### src/rtl/bde_pkg.sv
package bde_pkg;
  localparam logic [7:0] ACK_CODE  = 8'h06;
  localparam logic [7:0] END_CODE  = 8'h04;
  localparam logic [7:0] MARK_CODE = 8'h7e;

  typedef enum logic [2:0] {
    ST_PROBE,
    ST_SEND,
    ST_HDR,
    ST_MARK,
    ST_DATA,
    ST_DONE,
    ST_LOCK
  } bde_state_e;
endpackage

### src/rtl/bde_hdr_store.sv
// Holds every header byte in one packed register and slices out the fields.
module bde_hdr_store #(
  parameter int CFG_BYTES  = 2,
  parameter int ADDR_BYTES = 4,
  parameter int LEN_BYTES  = 2,
  localparam int HDR_BYTES = CFG_BYTES + ADDR_BYTES + LEN_BYTES,
  localparam int IDX_W     = $clog2(HDR_BYTES),
  localparam int CW        = 8 * CFG_BYTES,
  localparam int AW        = 8 * ADDR_BYTES,
  localparam int LW        = 8 * LEN_BYTES
) (
  input  logic             clk,
  input  logic             rst,
  input  logic             cap_i,
  input  logic [IDX_W-1:0] idx_i,
  input  logic [7:0]       byte_i,
  output logic [CW-1:0]    cfg_o,
  output logic [AW-1:0]    base_o,
  output logic [LW-1:0]    len_o,
  output logic             len_hi_zero_o
);
  localparam int ADDR_OFS = CFG_BYTES;
  localparam int LEN_OFS  = CFG_BYTES + ADDR_BYTES;

  logic [8*HDR_BYTES-1:0] hdr_q;

  always_ff @(posedge clk) begin
    if (rst) begin
      hdr_q <= '0;
    end else if (cap_i) begin
      hdr_q[8*idx_i +: 8] <= byte_i;
    end
  end

  // configuration bytes keep arrival order, lowest byte first
  for (genvar c = 0; c < CFG_BYTES; c++) begin : g_cfg
    assign cfg_o[8*c +: 8] = hdr_q[8*c +: 8];
  end

  // address and length arrive most significant byte first
  for (genvar a = 0; a < ADDR_BYTES; a++) begin : g_addr
    assign base_o[8*(ADDR_BYTES-1-a) +: 8] = hdr_q[8*(ADDR_OFS+a) +: 8];
  end

  for (genvar l = 0; l < LEN_BYTES; l++) begin : g_len
    assign len_o[8*(LEN_BYTES-1-l) +: 8] = hdr_q[8*(LEN_OFS+l) +: 8];
  end

  // all length bytes other than the final one are zero
  always_comb begin
    len_hi_zero_o = 1'b1;
    for (int k = 0; k < LEN_BYTES - 1; k++) begin
      if (hdr_q[8*(LEN_OFS+k) +: 8] != 8'h00) len_hi_zero_o = 1'b0;
    end
  end
endmodule

### src/rtl/bde_wr_port.sv
// Registered payload write port: address is base plus running offset.
module bde_wr_port #(
  parameter int AW = 32,
  parameter int LW = 16
) (
  input  logic          clk,
  input  logic          rst,
  input  logic          stb_i,
  input  logic [AW-1:0] base_i,
  input  logic [LW-1:0] off_i,
  input  logic [7:0]    data_i,
  output logic          we_o,
  output logic [AW-1:0] addr_o,
  output logic [7:0]    data_o
);
  always_ff @(posedge clk) begin
    if (rst) begin
      we_o   <= 1'b0;
      addr_o <= '0;
      data_o <= '0;
    end else begin
      we_o <= stb_i;
      if (stb_i) begin
        addr_o <= base_i + AW'(off_i);
        data_o <= data_i;
      end
    end
  end
endmodule

### src/rtl/boot_dl_engine.sv
module boot_dl_engine
  import bde_pkg::*;
#(
  parameter int                      CFG_BYTES  = 2,
  parameter int                      ADDR_BYTES = 4,
  parameter int                      LEN_BYTES  = 2,
  parameter logic                    DET_IDLE   = 1'b1,
  parameter logic [8*ADDR_BYTES-1:0] DEF_START  = 'h4000
) (
  input  logic                      clk,
  input  logic                      rst,
  input  logic                      host_det_i,
  input  logic [7:0]                rx_data_i,
  input  logic                      rx_full_i,
  output logic                      rx_rd_o,
  input  logic                      tx_empty_i,
  output logic [7:0]                tx_data_o,
  output logic                      tx_wr_o,
  output logic                      mem_we_o,
  output logic [8*ADDR_BYTES-1:0]   mem_addr_o,
  output logic [7:0]                mem_wdata_o,
  output logic [8*CFG_BYTES-1:0]    cfg_o,
  output logic                      done_o,
  output logic                      err_o,
  output logic [8*ADDR_BYTES-1:0]   start_addr_o
);
  localparam int HDR_BYTES = CFG_BYTES + ADDR_BYTES + LEN_BYTES;
  localparam int IDX_W     = $clog2(HDR_BYTES);
  localparam int AW        = 8 * ADDR_BYTES;
  localparam int LW        = 8 * LEN_BYTES;

  bde_state_e       st_q, ret_q;
  logic [IDX_W-1:0] idx_q;
  logic [LW-1:0]    cnt_q;
  logic [7:0]       prev_q, tx_q;
  logic             rd_q, txw_q, done_q, err_q;
  logic [AW-1:0]    start_q;

  logic [AW-1:0]    base;
  logic [LW-1:0]    len;
  logic             hi_zero;
  logic             take, cap, wr_stb, last_hdr, len_zero, last_pay;

  assign take     = rx_full_i && (st_q == ST_HDR || st_q == ST_MARK || st_q == ST_DATA);
  assign cap      = rx_full_i && (st_q == ST_HDR);
  assign wr_stb   = rx_full_i && (st_q == ST_DATA);
  assign last_hdr = (idx_q == IDX_W'(HDR_BYTES - 1));
  assign len_zero = hi_zero && (rx_data_i == 8'h00);
  assign last_pay = (cnt_q == len - LW'(1));

  bde_hdr_store #(
    .CFG_BYTES (CFG_BYTES),
    .ADDR_BYTES(ADDR_BYTES),
    .LEN_BYTES (LEN_BYTES)
  ) u_hdr (
    .clk          (clk),
    .rst          (rst),
    .cap_i        (cap),
    .idx_i        (idx_q),
    .byte_i       (rx_data_i),
    .cfg_o        (cfg_o),
    .base_o       (base),
    .len_o        (len),
    .len_hi_zero_o(hi_zero)
  );

  bde_wr_port #(
    .AW(AW),
    .LW(LW)
  ) u_wr (
    .clk   (clk),
    .rst   (rst),
    .stb_i (wr_stb),
    .base_i(base),
    .off_i (cnt_q),
    .data_i(rx_data_i),
    .we_o  (mem_we_o),
    .addr_o(mem_addr_o),
    .data_o(mem_wdata_o)
  );

  always_ff @(posedge clk) begin
    if (rst) begin
      st_q    <= ST_PROBE;
      ret_q   <= ST_HDR;
      idx_q   <= '0;
      cnt_q   <= '0;
      prev_q  <= '0;
      tx_q    <= '0;
      rd_q    <= 1'b0;
      txw_q   <= 1'b0;
      done_q  <= 1'b0;
      err_q   <= 1'b0;
      start_q <= '0;
    end else begin
      rd_q  <= take;
      txw_q <= 1'b0;
      case (st_q)
        ST_PROBE: begin
          if (host_det_i != DET_IDLE) begin
            tx_q  <= ACK_CODE;
            ret_q <= ST_HDR;
            st_q  <= ST_SEND;
          end else begin
            done_q  <= 1'b1;
            start_q <= DEF_START;
            st_q    <= ST_DONE;
          end
        end
        ST_SEND: begin
          if (tx_empty_i) begin
            txw_q <= 1'b1;
            st_q  <= ret_q;
            if (ret_q == ST_DONE) begin
              done_q  <= 1'b1;
              start_q <= base;
            end
          end
        end
        ST_HDR: begin
          if (rx_full_i) begin
            prev_q <= rx_data_i;
            tx_q   <= (idx_q == '0) ? ACK_CODE : prev_q;
            if (last_hdr) begin
              if (len_zero) begin
                err_q <= 1'b1;
                st_q  <= ST_LOCK;
              end else begin
                ret_q <= ST_MARK;
                st_q  <= ST_SEND;
              end
            end else begin
              idx_q <= idx_q + IDX_W'(1);
              ret_q <= ST_HDR;
              st_q  <= ST_SEND;
            end
          end
        end
        ST_MARK: begin
          if (rx_full_i) begin
            if (rx_data_i != MARK_CODE) begin
              err_q <= 1'b1;
              st_q  <= ST_LOCK;
            end else begin
              tx_q  <= prev_q;
              cnt_q <= '0;
              ret_q <= ST_DATA;
              st_q  <= ST_SEND;
            end
          end
        end
        ST_DATA: begin
          if (rx_full_i) begin
            if (last_pay) begin
              tx_q  <= END_CODE;
              ret_q <= ST_DONE;
            end else begin
              tx_q  <= ACK_CODE;
              cnt_q <= cnt_q + LW'(1);
              ret_q <= ST_DATA;
            end
            st_q <= ST_SEND;
          end
        end
        ST_DONE, ST_LOCK: begin
        end
        default: begin
          err_q <= 1'b1;
          st_q  <= ST_LOCK;
        end
      endcase
    end
  end

  assign rx_rd_o      = rd_q;
  assign tx_wr_o      = txw_q;
  assign tx_data_o    = tx_q;
  assign done_o       = done_q;
  assign err_o        = err_q;
  assign start_addr_o = start_q;
endmodule

### config.mk
export PLATFORM = sky130hd
export DESIGN_NAME = boot_dl_engine
export DESIGN_NICKNAME = d
export VERILOG_FILES = /design/src/rtl/bde_pkg.sv /design/src/rtl/bde_hdr_store.sv /design/src/rtl/bde_wr_port.sv /design/src/rtl/boot_dl_engine.sv
export SDC_FILE = /design/constraint.sdc
export NUM_CORES = 1
export LEC_CHECK = 0
export ABC_AREA = 1
export BUFFER_PORTS_ARGS = -buffer_cell sky130_fd_sc_hd__buf_2
export CAP_MARGIN = 0
export CORE_MARGIN = 5
export CORE_UTILIZATION = 47
export DETAILED_ROUTE_END_ITERATION = 16
export PLACE_DENSITY = 0.69
export SLEW_MARGIN = 20
export SYNTH_ARGS = -nofsm -noshare
export SYNTH_HDL_FRONTEND = slang
export SYNTH_SLANG_ARGS = --single-unit
### constraint.sdc
create_clock -name clk -period 3.65 [get_ports clk]
set_input_delay 0.5475 -clock clk [delete_from_list [all_inputs] [get_ports clk]]
set_output_delay 0.5475 -clock clk [all_outputs]
set_load 0.05 [all_outputs]
==> results.yml, run 1 <==
outcome:
  outcome: "completed"
route:
  routed_wl_mm: 26.2
  wire_per_inst_um: 15.8
  routed.top_layer: "met4"
  wl_met2_mm: 11.6
  ant_nets: 0
  first_pass_iters: 5
  drtIter0Drc: 837
  vias: 8978
  route.detailed.drc: 0
  dr_wl_met3_mm: 1.82
  drt-vias-per-instance: 5.42
  drt-met1-wl_mm: 12.3
sta:
  max_freq_mhz: 312
  min_period_ps: 3210
  skew_ps: 10.6
  hold_viol: 0
  rsz0062_at_grt: "no"
  fin_ws_ps: 442
  slew_headroom_pct: 33.8
  fin_crit_sh_pct: 87.9
  final_max_slew_viol_count: 0
  tns_ps: 0
  tightest_slew_ps: 994
  setup_viol: 0
global_routing:
  antenna_found_initial: 0
  track_usage_pct: 23.4
  grt_max_degree: 91
  overflow: 0
  grt_pass1_wl_mm: 42.2
  grt_pass1_vias: 8244
worst_setup_path:
  crit_fanout: 16
  crit_path_start_kind: "register"
  timing.rr.start: "idx_q[0]"
  worst_ep_arrival_time_ps: 3490
  end_kind: "register"
  critical_path.startpoint: "idx_q[0]"
  critPathKind: "reg2reg"
  worstPathRequired_ps: 3930
yosys:
  synth-edff-count: 0
  netlist_area_mm2: 0.00921
  syn_avg_cell_area_um2: 7.11
  synthTopCellsByCount: "nand2_1, dfxtp_1, nor2_1, inv_1, a21oi_1"
  synth.most_common_cell: "nand2_1"
  async_reset_ff_share_pct: 0
  dominantRegCellSynth: "dfxtp_1"
  yosysTopAreaCell: "dfxtp_1"
  syn_nets: 1332
  synthTopCellsByArea: "dfxtp_1, nand2_1, nor2_1, a21oi_1, inv_1"
  synth_cells: 1296
  synth_cell_types: 48
  synth.yosys.seq_area_share_pct: 39.6
  yosysWarnings: 0
  synth_top_area_share_pct: 39.6
  ys_ff_latch: 182
die:
  initial_utilization_pct: 47.5
  io_pins: 114
  die_area_mm2: 0.0225
  chipWidth_um: 150
  fp.coreArea_mm2: 0.0194
  die_h_um: 150
  rows: 51
cts:
  post-cts-setup-buffers: 0
  clk_pin_slew_ps: 70
  cts.repair.resized: 0
  clock-sinks: 182
  worstSkewPairLatency_ps: 440
  cts_buffers: 17
  cts_max_path_buffers: 2
  cts_tree: "yes"
  cts_root_buf: "clkbuf_16"
  postCtsHoldBufs: 0
  htreeDepth: 4
pwr:
  powerDensity_mw_per_mm2: 542
  power_mw: 5.68
  ir_worst_vdd_v: 0.000474
  p_leak_nw: 4.62
hold_path:
  min-delay-start: "tx_empty_i"
  hp-class: "in2reg"
layout:
  diodes: 0
  drive_above_1_share_pct: 13.9
  area_delta_synth_final_pct: 13.7
  nets: 1415
placed_design:
  gp_congestion: 0.926
  io_buffers: 113
  pre_cts_slack_ps: 573
  hpwl_mm: 18.8
job:
  max_cap_violations: 0
[metrics by stage]
| step | hold WS [ps] | util (%) | area (um2) | std cells |
|---|---|---|---|---|
| after floorplan | 427 | - | 9210 | 1296 |
| after global placement | 438 | 51.1 | 9920 | 1625 |
| after detailed placement | 446 | 51.1 | 9920 | 1625 |
| after CTS | 382 | 54.0 | 10500 | 1657 |
| after global routing | 401 | 54.0 | 10500 | 1657 |
| final | 392 | 54.0 | 10500 | 1657 |
[power by group]
part | switching [mW] | total (mW) | internal (mW) | leakage (nW)
registers | 0.115 | 2.26 | 2.15 | 1.47
logic | 1.25 | 1.64 | 0.388 | 2.88
clock network | 0.860 | 1.77 | 0.912 | 0.270
total | 2.23 | 5.68 | 3.45 | 4.62
[worst max-delay path, stage by stage (launching register included)]
cell	delay, ps
dfxtp_1	660
inv_1	310
ha_1	280
ha_1	540
inv_1	140
nor3_4	290
inv_2	50
nor2_2	330
inv_1	200
a31oi_1	180
nor3_1	60
[flip-flops by register name, indices dropped and copies added (netlist names)]
| register | flops |
|---|---|
| u_hdr.hdr_q | 64 |
| u_wr.we_o | 1 |
| u_wr.data_o | 8 |
| done_o | 1 |
| tx_data_o | 8 |
| start_addr_o | 32 |
| tx_wr_o | 1 |
| err_o | 1 |
| cnt_q | 16 |
| prev_q | 8 |
| idx_q | 3 |
| rx_rd_o | 1 |
| u_wr.addr_o | 32 |
| st_q | 3 |
| ret_q | 3 |
[kinds of logic (layout without fill, tap and decap cells)]
kind of cell	count (synthesis)	count (layout)	share of synthesized area (%)
AO/OA/AOI/OAI	298	298	18.5
AND/OR/NAND/NOR	552	552	26.7
flip-flops	182	182	39.6
buffers and inverters	210	306	9.05
adder cells (fa/ha/maj)	23	23	3.21
XOR/XNOR	31	31	2.95
[metal layers]
metal	GRT usage, %	up-vias
met5	0	-
met2	36.0	320
met1	33.3	4161
met4	7.64	0
met3	3.85	39
li1	-	4458
[path summary, 6_finish.rpt]
path / endpoint / slack [ps] / depth (start not counted)
worst max-delay path: u_hdr.hdr_q[36] / 440 / 10
worst min-delay path: tx_wr_o / 390 / 3
worst max register to register: u_hdr.hdr_q[36] / 440 / 10
worst min register to register: err_o / 450 / 2
[layout by cell type, fill, tap and decap left out, types with 4 or more instances in the layout]
master,count
nor2_2,8
dfxtp_1,182
a21oi_1,117
a31oi_1,9
nor2_1,161
o21a_1,10
nor2_4,5
a22oi_1,30
o21ai_0,93
nor4_1,13
xnor2_1,6
inv_2,12
nand4_1,10
inv_1,144
buf_4,4
buf_2,113
inv_6,4
ha_1,22
clkbuf_16,17
a211oi_1,8
o211ai_1,6
nand3_1,75
xor2_1,25
nand2_1,224
o21bai_1,12
nor3_1,35
or2_2,5
[layout make-up]
class	instances	area [um2]
fillers	1982	8930
repair buffers	118	616
inverters	156	586
clock buffers	19	443
multi-input cells	904	4740
flip-flops and latches	182	3640
clock inverters	13	111
well taps	265	332
(Power assumes the default switching activity.)
==> run 2: changes to the inputs <==
- CORE_UTILIZATION: 47 -> 37
- PLACE_DENSITY: 0.69 -> 0.57
- TNS_END_PERCENT: unset -> 20
==> run 2 against run 1 <==
Against the previous run: core utilization down 11 points; die area grew 25%; flip-flop and latch count unchanged; final area grew 1.1%; setup slack better by 2.7 ps; first-iteration DRC count shrank 17%; highest routed layer unchanged.
==> results.yml, run 2 (synthesis results as in run 1) <==
worst_setup_path:
  path_cells: "inv_1 > ha_1 > ha_1 > inv_1 > nor3_4 > inv_2 > nor2_2 > inv_1 > a31oi_1 > nor3_1"
  worst_ep_arrival_time_ps: 3510
  crit_fanout: 16
  crit_slowest_cell: "dfxtp_1"
  slowest_delay_ps: 650
  critical_path.startpoint: "idx_q[0]"
  worstRegToRegCells: 10
  worstPathRequired_ps: 3950
  crit_path_start_kind: "register"
  end_kind: "register"
  critPathKind: "reg2reg"
  rrSetupSlack_ps: 450
  r2r_end: "u_hdr.hdr_q[36]"
  timing.rr.start: "idx_q[0]"
  endpoint: "u_hdr.hdr_q[36]"
  critPathMostFrequentCell: "inv_1"
cts:
  worstSkewPairLatency_ps: 440
  cts_tree: "yes"
  postCtsHoldBufs: 0
  cts.repair.resized: 0
  clock-sinks: 182
  clk_pin_slew_ps: 70
  post-cts-setup-buffers: 0
  cts_max_path_buffers: 2
  htreeDepth: 4
  cts_buffers: 17
  cts_root_buf: "clkbuf_16"
sta:
  tns_ps: 0
  tightest_slew_ps: 1060
  skew_ps: 16.1
  fin_crit_sh_pct: 87.8
  setup_viol: 0
  hold_viol: 0
  max_freq_mhz: 312
  final_max_slew_viol_count: 0
  slew_headroom_pct: 29.5
  min_period_ps: 3200
  rsz0062_at_grt: "no"
die:
  die_h_um: 168
  io_pins: 114
  fp.coreArea_mm2: 0.0244
  rows: 57
  initial_utilization_pct: 37.8
  die_area_mm2: 0.0282
  chipWidth_um: 168
global_routing:
  antenna_found_initial: 0
  track_usage_pct: 19.8
  grt_pass1_wl_mm: 45.4
  overflow: 0
  grt_max_degree: 76
  grt_pass1_vias: 8352
route:
  ant_nets: 0
  wire_per_inst_um: 16.3
  first_pass_iters: 5
  route.detailed.drc: 0
  routed_wl_mm: 28.0
  drtIter0Drc: 695
  drt-vias-per-instance: 5.13
  vias: 8812
placed_design:
  gp_congestion: 0.893
  dpl.cell_count: 1687
  hpwl_mm: 20.5
  io_buffers: 113
layout:
  finalNonFillerCells: 1719
  final_cell_mix: "nand2_1, dfxtp_1, nor2_1"
  area_delta_synth_final_pct: 14.9
  final_common_cell: "nand2_1"
  largest_reg_flops: 64
  top_register: "u_hdr.hdr_q"
  drive_above_1_share_pct: 14.1
  diodes: 0
  nets: 1418
pwr:
  p_leak_nw: 4.65
  ir_worst_vdd_v: 0.000346
  powerDensity_mw_per_mm2: 541
job:
  max_cap_violations: 0
hold_path:
  hp-class: "in2reg"
outcome:
  outcome: "completed"
## run 2: cell count changes in the layout (fill, tap and decap cells not counted), sizes merged
cell,change
clkbuf,-1
inv,+1
clkinvlp,-1
buf,+3
clkinv,+1
## run 2: metrics by stage
step           setup WS [ps]  total power, mW  utilization, %  area (um2)  hold slack [ps]
2_1_floorplan           1130             3.57               -        9210              427
3_3_place_gp             644             3.97            41.1       10000              439
3_5_place_dp             542             3.97            41.1       10000              449
4_1_cts                  525             5.77            43.4       10600              374
5_1_grt                  180             6.02            43.4       10600              382
6_report                 445             5.72            43.4       10600              378
## run 2: layer usage
metal | track usage (%) | up-vias | share of wire, %
met3 | 3.89 | 29 | 6.0
met2 | 31.1 | 260 | 44
met4 | 4.73 | 0 | 1.3
met5 | 0 | - | 0
met1 | 28.1 | 4057 | 48
li1 | - | 4466 | -
## run 2: layout make-up
class / instances / area, um2
sequential: 182 / 3640
tap: 324 / 405
fill: 2574 / 13800
clock buffer: 18 / 439
clock inverter: 14 / 129
multi-input combinational: 904 / 4740
inverter: 156 / 586
timing repair buffer: 121 / 638
## run 2: worst max-delay path: cells and delay by family (launching register included)
kind,cells,cell delay [ps]
fa+ha+maj,2,830
buf+inv,4,690
simple gates,3,690
flops,1,650
compound gates,1,200
## run 2: worst min path at each step
stage	from	end	slack, ps	depth (start not counted)
after global routing	tx_empty_i	tx_wr_o	380	3
after global placement	err_o	err_o	440	2
after detailed placement	u_hdr.hdr_q[10]	u_hdr.hdr_q[10]	450	1
after CTS	tx_empty_i	tx_wr_o	370	3
final	tx_empty_i	tx_wr_o	380	3
after floorplan	ret_q[2]	ret_q[2]	430	2
## run 2: where the power goes
part           switching, mW  internal (mW)  total, mW
Sequential             0.114           2.15       2.26
Clock                  0.885          0.921       1.81
Combinational           1.27          0.390       1.66
Total                   2.26           3.46       5.72
